$ cat config.mk
export PLATFORM = sky130hd
export DESIGN_NAME = ca_cmd_mapper
export DESIGN_NICKNAME = d
export VERILOG_FILES = /design/src/rtl/ca_map_pkg.sv /design/src/rtl/ca_fwd_stage.sv /design/src/rtl/ca_cmd_track.sv /design/src/rtl/ca_mode_store.sv /design/src/rtl/ca_burst_pick.sv /design/src/rtl/ca_cmd_mapper.sv
export SDC_FILE = /design/constraint.sdc
export NUM_CORES = 1
export LEC_CHECK = 0
export ABC_AREA = 1
export BUFFER_PORTS_ARGS = -buffer_cell sky130_fd_sc_hd__buf_4
export CAP_MARGIN = 20
export CELL_PAD_IN_SITES_DETAIL_PLACEMENT = 0
export CELL_PAD_IN_SITES_GLOBAL_PLACEMENT = 2
export CORE_UTILIZATION = 26
export CTS_CLUSTER_DIAMETER = 50
export DETAILED_ROUTE_END_ITERATION = 10
export GPL_ROUTABILITY_DRIVEN = 0
export PLACE_DENSITY_LB_ADDON = 0.05
export SYNTH_ARGS = -nofsm -noshare
export SYNTH_HDL_FRONTEND = slang
export SYNTH_SLANG_ARGS = --single-unit
$ cat constraint.sdc
create_clock -name clk -period 1.4 [get_ports clk]
set_input_delay 0.07 -clock clk [delete_from_list [all_inputs] [get_ports clk]]
set_output_delay 0.07 -clock clk [all_outputs]
set_load 0.1 [all_outputs]
$ cat src/rtl/ca_map_pkg.sv
// Package ca_map_pkg
// Shared field positions, command codes and setting types for the
// command/address forwarder. Assumes a CA word of at least 14 bits.
package ca_map_pkg;

    localparam int OPC_LSB = 0;
    localparam int OPC_W   = 5;
    localparam int MRA_LSB = 5;
    localparam int MRA_W   = 8;
    localparam int OPD_W   = 8;
    localparam int BLSEL_BIT = 5;

    localparam logic [OPC_W-1:0] OPC_MODE_WR = 5'b00101;
    localparam logic [OPC_W-1:0] OPC_WRITE   = 5'b01101;

    typedef enum logic [1:0] {
        BURST_16  = 2'b00,
        BURST_C8  = 2'b01,
        BURST_32  = 2'b10,
        BURST_RSV = 2'b11
    } burst_e;

    typedef enum logic [1:0] {
        SLOT_FREE  = 2'b00,
        SLOT_MODE  = 2'b01,
        SLOT_OTHER = 2'b10
    } slot_e;

    typedef struct packed {
        burst_e     burst;
        logic [1:0] pre;
        logic       post;
        logic       crc_en;
    } wr_cfg_t;

    localparam wr_cfg_t CFG_RESET = '{burst: BURST_16, pre: 2'b00,
                                      post: 1'b0, crc_en: 1'b0};

endpackage

$ cat src/rtl/ca_fwd_stage.sv
// Module ca_fwd_stage
// Registers the controller CA word, chip select and DRAM reset once,
// giving a fixed one-cycle pin latency. Assumes a synchronous active-low
// reset, during which the DRAM is held in reset and deselected.
module ca_fwd_stage #(
    parameter int W = 14
) (
    input  logic         clk,
    input  logic         rst_n,
    input  logic [W-1:0] addr_in,
    input  logic         cs_n_in,
    input  logic         rst_in_n,
    output logic [W-1:0] addr_out,
    output logic         cs_n_out,
    output logic         dram_rst_n_out
);

    // Pin register: one-cycle copy of the controller signals.
    always_ff @(posedge clk) begin
        if (!rst_n) begin
            addr_out       <= '0;
            cs_n_out       <= 1'b1;
            dram_rst_n_out <= 1'b0;
        end else begin
            addr_out       <= addr_in;
            cs_n_out       <= cs_n_in;
            dram_rst_n_out <= rst_in_n;
        end
    end


    ca_follow_chk: assert property (@(posedge clk) disable iff (!rst_n)
        $past(rst_n) |-> (addr_out == $past(addr_in)) && (cs_n_out == $past(cs_n_in)));


    rst_follow_chk: assert property (@(posedge clk) disable iff (!rst_n)
        $past(rst_n) |-> dram_rst_n_out == $past(rst_in_n));

endmodule

$ cat src/rtl/ca_cmd_track.sv
// Module ca_cmd_track
// Follows the two-cycle command framing. A CS-low cycle while no command is
// open starts a command. The cycle after it is the second cycle, whatever
// CS does then. Reports write starts at once and completed mode writes
// (address plus operand) during their second cycle.
module ca_cmd_track
    import ca_map_pkg::*;
#(
    parameter int W = 14
) (
    input  logic             clk,
    input  logic             rst_n,
    input  logic [W-1:0]     addr,
    input  logic             cs_n,
    output logic             wr_start,
    output logic             wr_sel_default,
    output logic             mode_done,
    output logic [MRA_W-1:0] mode_addr,
    output logic [OPD_W-1:0] mode_opd
);

    slot_e             slot_q;
    logic [MRA_W-1:0]  mra_q;
    logic [OPC_W-1:0]  opc;
    logic              cmd_start;

    // Field split of the incoming word.
    always_comb begin
        opc = addr[OPC_LSB +: OPC_W];
    end

    // A command can begin only when no second cycle is due.
    always_comb begin
        cmd_start      = (slot_q == SLOT_FREE) && !cs_n;
        wr_start       = cmd_start && (opc == OPC_WRITE);
        wr_sel_default = addr[BLSEL_BIT];
        mode_done      = (slot_q == SLOT_MODE);
        mode_addr      = mra_q;
        mode_opd       = addr[OPD_W-1:0];
    end

    // Slot register: remembers that the next cycle is a second cycle.
    always_ff @(posedge clk) begin
        if (!rst_n) begin
            slot_q <= SLOT_FREE;
            mra_q  <= '0;
        end else begin
            case (slot_q)
                SLOT_FREE: begin
                    if (!cs_n) begin
                        slot_q <= (opc == OPC_MODE_WR) ? SLOT_MODE : SLOT_OTHER;
                        mra_q  <= addr[MRA_LSB +: MRA_W];
                    end
                end
                default: slot_q <= SLOT_FREE;
            endcase
        end
    end


    no_back_to_back_chk: assert property (@(posedge clk) disable iff (!rst_n)
        cmd_start |=> !cmd_start);


    slot_legal_chk: assert property (@(posedge clk) disable iff (!rst_n)
        slot_q != 2'b11);

endmodule

$ cat src/rtl/ca_mode_store.sv
// Module ca_mode_store
// Holds the PHY-side copy of the write settings. It updates them from
// completed mode writes whose address matches one of the three snooped
// registers. Reserved burst codes are dropped, and the old value is kept.
module ca_mode_store
    import ca_map_pkg::*;
#(
    parameter logic [MRA_W-1:0] MR_BURST = 8'd0,
    parameter logic [MRA_W-1:0] MR_AMBLE = 8'd8,
    parameter logic [MRA_W-1:0] MR_CRC   = 8'd50
) (
    input  logic             clk,
    input  logic             rst_n,
    input  logic             mode_done,
    input  logic [MRA_W-1:0] mode_addr,
    input  logic [OPD_W-1:0] mode_opd,
    output wr_cfg_t          cfg
);

    logic hit_burst, hit_amble, hit_crc, burst_ok;

    // Address match for each snooped register.
    always_comb begin
        hit_burst = mode_done && (mode_addr == MR_BURST);
        hit_amble = mode_done && (mode_addr == MR_AMBLE);
        hit_crc   = mode_done && (mode_addr == MR_CRC);
        burst_ok  = (mode_opd[1:0] != BURST_RSV);
    end

    // Settings register: field-wise load from matched mode writes.
    always_ff @(posedge clk) begin
        if (!rst_n) begin
            cfg <= CFG_RESET;
        end else begin
            if (hit_burst && burst_ok) cfg.burst  <= burst_e'(mode_opd[1:0]);
            if (hit_amble) begin
                cfg.pre  <= mode_opd[1:0];
                cfg.post <= mode_opd[4];
            end
            if (hit_crc)   cfg.crc_en <= mode_opd[1];
        end
    end


    legal_burst_chk: assert property (@(posedge clk) disable iff (!rst_n)
        cfg.burst != BURST_RSV);


    quiet_hold_chk: assert property (@(posedge clk) disable iff (!rst_n)
        $past(rst_n) && !$past(mode_done) |-> $stable(cfg));


    single_target_chk: assert property (@(posedge clk) disable iff (!rst_n)
        $onehot0({hit_burst, hit_amble, hit_crc}));

endmodule

$ cat src/rtl/ca_burst_pick.sv
// Module ca_burst_pick
// Turns a write start into a registered one-cycle pulse with its burst
// length. The length is either the fixed default or the stored
// alternative, chosen by the select bit of the write's first cycle.
// Registering here keeps the pulse aligned with the forwarded CA word.
module ca_burst_pick
    import ca_map_pkg::*;
(
    input  logic   clk,
    input  logic   rst_n,
    input  logic   wr_start,
    input  logic   wr_sel_default,
    input  burst_e alt_burst,
    output logic   wr_go,
    output burst_e wr_burst
);

    // Pulse register: capture start and resolved burst length.
    always_ff @(posedge clk) begin
        if (!rst_n) begin
            wr_go    <= 1'b0;
            wr_burst <= BURST_16;
        end else begin
            wr_go <= wr_start;
            if (wr_start) wr_burst <= wr_sel_default ? BURST_16 : alt_burst;
        end
    end


    pulse_single_chk: assert property (@(posedge clk) disable iff (!rst_n)
        wr_go |=> !wr_go);


    default_pick_chk: assert property (@(posedge clk) disable iff (!rst_n)
        $past(rst_n) && wr_go && $past(wr_sel_default) |-> wr_burst == BURST_16);


    alt_pick_chk: assert property (@(posedge clk) disable iff (!rst_n)
        $past(rst_n) && wr_go && !$past(wr_sel_default) |-> wr_burst == $past(alt_burst));

endmodule

$ cat src/rtl/ca_cmd_mapper.sv
// Module ca_cmd_mapper
// Top of the command/address path. It forwards CA, CS and DRAM reset with
// one cycle of latency, snoops mode writes into the write settings, and
// flags writes with their resolved burst length. Assumes the controller
// keeps to two-cycle command framing.
module ca_cmd_mapper
    import ca_map_pkg::*;
#(
    parameter int               ADDR_W   = 14,
    parameter logic [MRA_W-1:0] MR_BURST = 8'd0,
    parameter logic [MRA_W-1:0] MR_AMBLE = 8'd8,
    parameter logic [MRA_W-1:0] MR_CRC   = 8'd50
) (
    input  logic              clk,
    input  logic              rst_n,
    input  logic [ADDR_W-1:0] ctl_addr,
    input  logic              ctl_cs_n,
    input  logic              ctl_reset_n,
    output logic [ADDR_W-1:0] ca_out,
    output logic              cs_out_n,
    output logic              dram_reset_n,
    output logic              wr_go,
    output logic [1:0]        wr_burst,
    output logic [1:0]        cfg_burst,
    output logic [1:0]        cfg_pre,
    output logic              cfg_post,
    output logic              cfg_crc_en
);

    localparam int FIELD_TOP = MRA_LSB + MRA_W;

    logic             wr_start, wr_sel_default, mode_done;
    logic [MRA_W-1:0] mode_addr;
    logic [OPD_W-1:0] mode_opd;
    wr_cfg_t          cfg;
    burst_e           burst_q;

    ca_fwd_stage #(.W(ADDR_W)) i_fwd (
        .clk(clk), .rst_n(rst_n),
        .addr_in(ctl_addr), .cs_n_in(ctl_cs_n), .rst_in_n(ctl_reset_n),
        .addr_out(ca_out), .cs_n_out(cs_out_n), .dram_rst_n_out(dram_reset_n)
    );

    ca_cmd_track #(.W(ADDR_W)) i_track (
        .clk(clk), .rst_n(rst_n), .addr(ctl_addr), .cs_n(ctl_cs_n),
        .wr_start(wr_start), .wr_sel_default(wr_sel_default),
        .mode_done(mode_done), .mode_addr(mode_addr), .mode_opd(mode_opd)
    );

    ca_mode_store #(.MR_BURST(MR_BURST), .MR_AMBLE(MR_AMBLE), .MR_CRC(MR_CRC)) i_store (
        .clk(clk), .rst_n(rst_n), .mode_done(mode_done),
        .mode_addr(mode_addr), .mode_opd(mode_opd), .cfg(cfg)
    );

    ca_burst_pick i_pick (
        .clk(clk), .rst_n(rst_n), .wr_start(wr_start),
        .wr_sel_default(wr_sel_default), .alt_burst(cfg.burst),
        .wr_go(wr_go), .wr_burst(burst_q)
    );

    // Flatten the settings struct onto plain output ports.
    always_comb begin
        wr_burst   = burst_q;
        cfg_burst  = cfg.burst;
        cfg_pre    = cfg.pre;
        cfg_post   = cfg.post;
        cfg_crc_en = cfg.crc_en;
    end

    // Field layout needs the mode address to fit in the CA word.
    initial begin
        width_fit_chk: assert (FIELD_TOP <= ADDR_W);
    end


    pulse_on_cs_chk: assert property (@(posedge clk) disable iff (!rst_n)
        wr_go |-> !cs_out_n);


    update_on_second_chk: assert property (@(posedge clk) disable iff (!rst_n)
        $past(rst_n) && $past(rst_n, 2) && !$stable(cfg) |-> $past(!ctl_cs_n, 2));

endmodule

# After elaboration in Yosys (flattened, before gate mapping)
# Index checks and enable logic that the tools add are counted.
# word_totals
output_inout_bits	25
wordCells	31
reg_bits	35
# classes
n_bitwise	1
n_reduce_logical	11
eq_ne	6
mux	2
# op_table
operator	count
$eq 8x4->1 const B	1
$eq 8x6->1 const B	1
$logic_not 8->1	1
$logic_and 1x1->1	6
$eq 5x3->1 const B	1
$eq 5x4->1 const B	1
$mux 2	2
$reduce_and 2->1	2
$eq 2x1->1 const B	1
$logic_not 2->1	1
$ne 2x2->1 const B	1
$logic_not 1->1	1
$not 1->1	1

# Depth between registers and ports, before layout
# Gate-level depths: netlist of run 1.
# depth
depth_word	3
mapped_depth	7
ltp_nobuf	7

# By module
# A second synthesis of run 1 with hierarchy kept.
# unflattened
hier_cells	183
hier_area_um2	1416.4
# by_module_without_submodules
mod	cells_each	area_each_um2	n_inst
ca_fwd_stage	50	481.7	1
ca_cmd_track	63	479.2	1
ca_mode_store	56	349.1	1
ca_burst_pick	14	106.4	1

# Least setup slack after synthesis of run 1
# Ideal clock, no wire load.
# synth_path
path_type	flip-flop to flip-flop
from	register i_store.cfg[4] (netlist name)
to	register i_pick.wr_burst[0]
setup_time_ns	0.065
arrival_time_ns	1.242
path_slack_ns	0.093
path_stages_with_launch	5
required_ns	1.335
synth_period_minus_slack_ns	1.307
cell_sequence	dfxtp_1 > nand2_1 > nand2_1 > nand2_1 > nor2_1
# synth_between
elab_chain_len	1
# synth_lines
item	line_no	text
$mux 2	ca_burst_pick.sv:25	if (wr_start) wr_burst <= wr_sel_default ? BURST_16 : alt_burst;
to (signal assigned)	ca_burst_pick.sv:25	
to (decl)	ca_burst_pick.sv:15	output burst_e wr_burst
# No other way between the ends.
# A chain may end at the register's enable or synchronous reset.

# Final worst setup path of run 1
# layout_path
from	input ctl_addr[1]
to	register i_pick.wr_burst[1]
# layout_between
elab_chain_len	2
# layout_lines
item	line_no	text
from (decl)	ca_cmd_mapper.sv:16	input logic [ADDR_W-1:0] ctl_addr,
$eq 5x4->1	ca_cmd_track.sv:35	wr_start = cmd_start && (opc == OPC_WRITE);
$logic_and 1x1->1	ca_cmd_track.sv:35	
# No other way between the ends.

==> results of run 1 <==
state kept, by name, indices dropped and copies added (netlist names):
signal,flops
i_track.slot_q,2
i_track.mode_addr,8
i_fwd.dram_rst_n_out,1
i_pick.wr_burst,2
i_fwd.cs_n_out,1
i_pick.wr_go,1
i_fwd.addr_out,14
i_store.cfg,6
metal layers:
metal	track usage	part of all wire	up-vias
li1	-	-	641
met1	0.135	0.47	532
met2	0.205	0.47	26
met3	0.0414	0.037	7
met4	0.0588	0.019	0
met5	0	0	-
critical path, delay by kind of cell:
kind          cells  cell delay [ns]
buf+inv           2             0.69
simple gates      6             0.64
cell type report:
cell class | count | area [um2] | share of cell area
Tap cell | 67 | 83.8 | 0.0434
Inverter | 29 | 109 | 0.0564
Multi-Input combinational cell | 106 | 473 | 0.245
Sequential cell | 35 | 701 | 0.363
Timing Repair Buffer | 59 | 483 | 0.250
Clock buffer | 7 | 76.3 | 0.0395
Clock inverter | 1 | 5.00 | 0.00259
placed cells by master (no fill, tap or decap), types with 2 or more instances in the layout:
cell and instances:
clkbuf_8 5, a21oi_1 4, dlygate4sd3_1 16, nor2_2 5, inv_1 29, nand3_1 7
buf_4 43, nor3_1 2, nor2_1 37, nand2_1 38, clkbuf_1 2, dfxtp_1 35
o21ai_1 7
where the power goes:
group / leakage, nW / switching [W] / internal (W)
Sequential: 0.289 / 0.0000196 / 0.00104
Clock: 0.0422 / 0.000342 / 0.000349
Combinational: 0.637 / 0.000314 / 0.000132
Total: 0.968 / 0.000676 / 0.00152
metrics by stage:
step | util | instance area (um2) | cells | setup slack, ns
final | 0.401 | 1930 | 304 | 0.180
after global routing | 0.401 | 1930 | 304 | 0.0859
after CTS | 0.400 | 1930 | 304 | 0.117
after detailed placement | 0.350 | 1690 | 280 | 0.204
after global placement | 0.350 | 1690 | 280 | 0.234
after floorplan | - | 1320 | 174 | 0.0929
worst max-delay path by stage:
| stage | to | depth (start not counted) | slack, ns | from |
|---|---|---|---|---|
| after floorplan | i_pick.wr_burst[0]$_SDFFE_PN0P_ | 4 | 0.09 | i_store.cfg[4]$_SDFFE_PN0P_ |
| after global placement | i_store.cfg[0]$_SDFFE_PN0P_ | 6 | 0.23 | i_track.mode_addr[2]$_SDFFE_PN0P_ |
| after detailed placement | i_track.mode_addr[4]$_SDFFE_PN0P_ | 5 | 0.20 | i_track.slot_q[1]$_SDFFE_PN0N_ |
| after CTS | i_track.mode_addr[2]$_SDFFE_PN0P_ | 7 | 0.12 | ctl_cs_n |
| after global routing | i_pick.wr_burst[1]$_SDFFE_PN0P_ | 8 | 0.09 | ctl_addr[1] |
| final | i_pick.wr_burst[1]$_SDFFE_PN0P_ | 8 | 0.18 | ctl_addr[1] |
timing repair:
action / CTS / global route
hold endpoints to repair: 16 / 0
gates resized for setup: 0 / 2
hold buffers: 16 / 0
setup endpoints to repair: 0 / 1
cell families (layout without fill, tap and decap cells):
family                 count (synthesis)  count (layout)
flip-flops                            35              35
AO/OA/AOI/OAI                         12              12
AND/OR/NAND/NOR                       94              94
buffers and inverters                 33              96
==> flow_summary_export.csv, run 1 <==
group,metric,value,unit
clock_network,cts_sinks,35,
logic_synthesis,synth_top_family_by_area,"simple AND/OR/NAND/NOR gates",
sta,slew_headroom,0.782,
logic_synthesis,synth_fa_ha_area_frac,0,
drt,wl_per_cell,9.78,um
setup_path,reg2reg_to,"i_store.cfg[5]$_SDFFE_PN0P_",
drt,initialDrtViolationCount,31,
clock_network,clk_latency,0.28,ns
grt,grt_pass1_wl,4.76,mm
layout,fillCellCount,550,
setup_path,crit_slowest_cell,"dlygate4sd3_1",
setup_path,cp.required,1.58,ns
power_and_ir_drop,p_total,0.00220,W
logic_synthesis,yosys.area.top_type_share,0.531,
job,drv_cap,0,
layout,fin_nets,254,
drt,drc,0,
logic_synthesis,ys_types,16,
logic_synthesis,synth_nets,192,
setup_path,r2r_setup_slack,0.26,ns
sta,holdWs,0.137,ns
clock_network,cts_max_level,2,
drt,vias,1206,
outcome,status,"completed",
hold_path,min_delay_path_depth,2,
clock_network,tritoncts,"done",
floorplanning,core,0.00482,mm2
logic_synthesis,muxShareOfSynthArea,0,
logic_synthesis,synth_compound_area_frac,0.0455,
logic_synthesis,yosysWarnings,0,
logic_synthesis,synth_flop_cell,"dfxtp_1",
floorplanning,die-area,0.00536,mm2
logic_synthesis,synthArstFlopShare,0,
layout,diodes,0,
logic_synthesis,synth_area_leader_cell,"dfxtp_1",
floorplanning,start_util,0.274,
sta,setup_viol,0,
setup_path,endpoint_kind,"register",
grt,grt_max_degree,34,
power_and_ir_drop,powerDensity,1140,mW/mm2
setup_path,crit_path_start_kind,"input pin",
grt,first_global_vias,1160,
logic_synthesis,yosysMostFrequentCell,"nand2_1",
sta,tns,0,ns
sta,fin_crit_sh,0.871,
setup_path,worstPathCellList,"dlygate4sd3_1 -> buf_4 -> nor2_1 -> nand3_2 -> nor2_4 -> nand2_1 -> nand2_1 -> nor2_1",
setup_path,reg2reg_depth,6,
floorplanning,ioPinCount,43,
sta,slew_violations,0,
grt,grt_usage,0.121,
setup_path,arrival,1.40,ns
setup_path,crit_type,"in2reg",
hold_path,hold_path_end,"i_fwd.cs_n_out$_SDFF_PN1_",
clock_network,clk_path_buf_depth,2,
grt,overflow,0,
sta,min_period,1.22,ns
setup_path,crit_path_max_incr_delay,0.54,ns
placement,dp_hpwl,2.14,mm
clock_network,root_buffer,"clkbuf_8",
floorplanning,die_h,73.2,um
clock_network,cts_buffers,5,
logic_synthesis,synth_commonest_cells,"nand2_1, nor2_1, dfxtp_1",
logic_synthesis,synth_area,0.00132,mm2
placement,port_buffers,42,
sta,hold_viol,0,
drt,drt_wl_total,2.97,mm
sta,rsz0062_at_grt,"false",
logic_synthesis,synth_area_leaders,"dfxtp_1, nand2_1, nor2_1",
logic_synthesis,synth-xor-area-share,0,
logic_synthesis,ys_ff_latch,35,
sta,skew,0.00284,ns
sta,max_freq,820,MHz
setup_path,crit_path_max_fanout,4,
logic_synthesis,synth_cells,174,
setup_path,r2r-start,"i_track.mode_addr[6]$_SDFFE_PN0P_",
layout,syn_to_final_growth,46.4,%
drt,ant_nets,0,
clock_network,cts_setup_buffers,0,
hold_path,hp-start,"rst_n",
logic_synthesis,synth_edf_count,0,
logic_synthesis,ys_seq_area_frac,0.531,
sta,worstMarginPinSlew,0.327,ns
floorplanning,rows,25,
clock_network,clk_pin_slew,0.07,ns
power_and_ir_drop,ir_drop,0.533,mV
logic_synthesis,yosys.area_share.simple,0.311,
floorplanning,die_x,73.2,um
drt,viasPerCell,3.97,
layout,drive_gt1_frac,0.245,
hold_path,hp-class,"in2reg",
logic_synthesis,synth.avg_cell_area,7.58,um2
drt,drt-pass1-iter-count,4,
power_and_ir_drop,p_leak,0.968,nW
grt,antenna_found_initial,0,
No activity file was read; power rests on OpenSTA's default activity.
==> inputs of run 2 (changes only) <==
- ABC_AREA: 1 -> unset
- CORE_UTILIZATION: 26 -> 28
==> flow_summary_export.csv, run 2 <==
group,metric,value,unit
outcome,status,"complete, but fails checks",
outcome,violations,"negative setup slack",
grt,gr-usage-met3,0.0625,
drt,initialDrtViolationCount,26,
setup_path,crit_type,"reg2reg",
floorplanning,rows,23,
layout,largest_reg_flops,14,
logic_synthesis,ys_ff_latch,35,
clock_network,clk_latency,0.29,ns
drt,ant_nets,0,
layout,regMostFlops,"i_fwd.addr_out",
clock_network,root_buffer,"clkbuf_8",
placement,post_dp_cell_area,0.00165,mm2
layout,syn_to_final_growth,59.5,%
layout,instances_no_fill,240,
sta,setup_viol,3,
grt,grt_pass1_wl,4.51,mm
clock_network,cts_setup_buffers,0,
drt,drt_wl_total,2.84,mm
grt,use_met1,0.161,
layout,drive_gt1_frac,0.363,
setup_path,cp.required,1.58,ns
logic_synthesis,synth_area,0.00121,mm2
logic_synthesis,ys_seq_area_frac,0.578,
sta,skew,0.00814,ns
grt,grt_max_degree,36,
sta,worst_slack,-0.125,ns
logic_synthesis,synth_area_leader_cell,"dfxtp_1",
layout,final_cell_mix,"buf_4, dfxtp_1, nand2_1",
drt,drt-pass1-iter-count,4,
power_and_ir_drop,powerDensity,1250,mW/mm2
drt,wl_per_cell,11.8,um
logic_synthesis,synth_flop_cell,"dfxtp_1",
logic_synthesis,yosysMostFrequentCell,"dfxtp_1",
clock_network,cts_sinks,35,
floorplanning,ioPinCount,43,
drt,vias,1039,
logic_synthesis,ys_types,21,
logic_synthesis,synth_area_leaders,"dfxtp_1, nand2_1, and2_1",
drt,drc,0,
placement,dp_hpwl,1.98,mm
clock_network,cts_buffers,5,
drt,viasPerCell,4.33,
clock_network,tritoncts,"done",
layout,final_cell_area,0.00193,mm2
floorplanning,die_h,67.8,um
logic_synthesis,synth_nets,139,
floorplanning,die_x,67.8,um
logic_synthesis,synthArstFlopShare,0,
logic_synthesis,synth_edf_count,0,
floorplanning,core,0.00409,mm2
setup_path,arrival,1.71,ns
sta,slew_headroom,0.734,
sta,rsz0062_at_grt,"true",
layout,fin_nets,207,
setup_path,endpoint_kind,"register",
layout,mostFrequentLayoutCell,"buf_4",
grt,overflow,0,
logic_synthesis,synth_cells,121,
logic_synthesis,yosysWarnings,0,
floorplanning,die-area,0.00460,mm2
hold_path,hp-class,"in2reg",
sta,worstMarginPinSlew,0.394,ns
grt,grt_util_met2,0.229,
logic_synthesis,yosys.area.top_type_share,0.578,
power_and_ir_drop,p_leak,0.884,nW
power_and_ir_drop,ir_drop,0.580,mV
logic_synthesis,synth_commonest_cells,"dfxtp_1, nand2_1, and2_1",
setup_path,crit_path_start_kind,"register",
sta,max_freq,656,MHz
sta,min_period,1.52,ns
sta,hold_viol,0,
floorplanning,start_util,0.297,
grt,grt_usage,0.142,
grt,first_global_vias,967,
placement,port_buffers,42,
layout,diodes,0,
placement,dp_cells,218,
setup_path,crit_path_max_fanout,4,
logic_synthesis,synth.avg_cell_area,10.0,um2
clock_network,clk_path_buf_depth,2,
sta,slew_violations,0,
job,drv_cap,0,
clock_network,clk_pin_slew,0.07,ns
grt,busiest_layer,"met2",
grt,antenna_found_initial,0,
sta,fin_crit_sh,1.09,
clock_network,cts_max_level,2,
## run 2: cell count changes after synthesis, sizes merged, moves of 4 or more
cell / before / now
a21oi: 4 / 0
and2: 0 / 12
or3: 0 / 5
buf: 4 / 0
a21boi: 0 / 8
nand2: 39 / 27
mux2i: 0 / 6
nand3: 8 / 2
clkbuf: 0 / 6
nor2: 43 / 3
o21ai: 8 / 0
inv: 29 / 3
## run 2: area by class of cell
class	count	area, um2
clock buffers	6	82.6
clock inverters	2	35.0
fillers	424	2150
inverters	3	11.3
multi-input cells	77	504
flip-flops and latches	35	701
well taps	50	62.6
repair buffers	67	538
## run 2: metrics by stage
step / total power (W) / hold WS, ns / setup WS (ns) / util / setup TNS [ns]
6_report: 0.00241 / 0.0394 / -0.125 / 0.473 / -0.244
5_1_grt: 0.00253 / 0.0585 / -0.158 / 0.473 / -0.381
4_1_cts: 0.00245 / 0.0367 / -0.129 / 0.473 / -0.259
3_5_place_dp: 0.00146 / 0.279 / -0.136 / 0.404 / -0.500
3_3_place_gp: 0.00146 / 0.280 / -0.0979 / 0.404 / -0.387
2_1_floorplan: 0.00133 / 0.149 / -0.116 / - / -0.247
## run 2: timing repair
action	CTS	global route
setup endpoints to repair	6	6
hold endpoints to repair	14	0
hold buffers	14	0
resized for setup	5	0
pin swaps	0	1
## run 2: final timing paths
kind                                  startpoint                           end  slack [ns]  cells past startpoint
setup / recovery  i_track.slot_q[1]$_SDFFE_PN0N_   i_store.cfg[5]$_SDFFE_PN0P_       -0.12                      3
hold / removal                       ctl_addr[0]  i_fwd.addr_out[0]$_SDFF_PN0_        0.04                      3
setup reg to reg  i_track.slot_q[1]$_SDFFE_PN0N_   i_store.cfg[5]$_SDFFE_PN0P_       -0.12                      3
hold reg to reg      i_store.cfg[3]$_SDFFE_PN0P_   i_store.cfg[3]$_SDFFE_PN0P_        0.46                      2
## run 2: report_power, final
part | total [W] | switching, W | internal, W | leakage, nW
logic | 0.000421 | 0.000272 | 0.000149 | 0.535
registers | 0.00105 | 0.0000152 | 0.00104 | 0.288
clock network | 0.000936 | 0.000360 | 0.000576 | 0.0612
## run 2: cells by family (layout without fill, tap and decap cells)
group,count (synthesis),count (layout),synth area share
muxes,6,6,0.0495
AOI/OAI and AO/OA,10,10,0.0681
and+or+nand+nor,61,61,0.277
buffers and inverters,9,78,0.0279
DFF,35,35,0.578
## run 2: worst max-delay path, stage by stage, from the launching register on
cell and delay, ns:
dfxtp_1 0.35, or4b_4 0.49, or3_4 0.34, o221a_1 0.25
## run 2: per-layer routing
metal  part of all wire  wire (um)
met1               0.44       1260
met2               0.48       1360
met3              0.065        186
met4              0.014         40
met5                  0          0
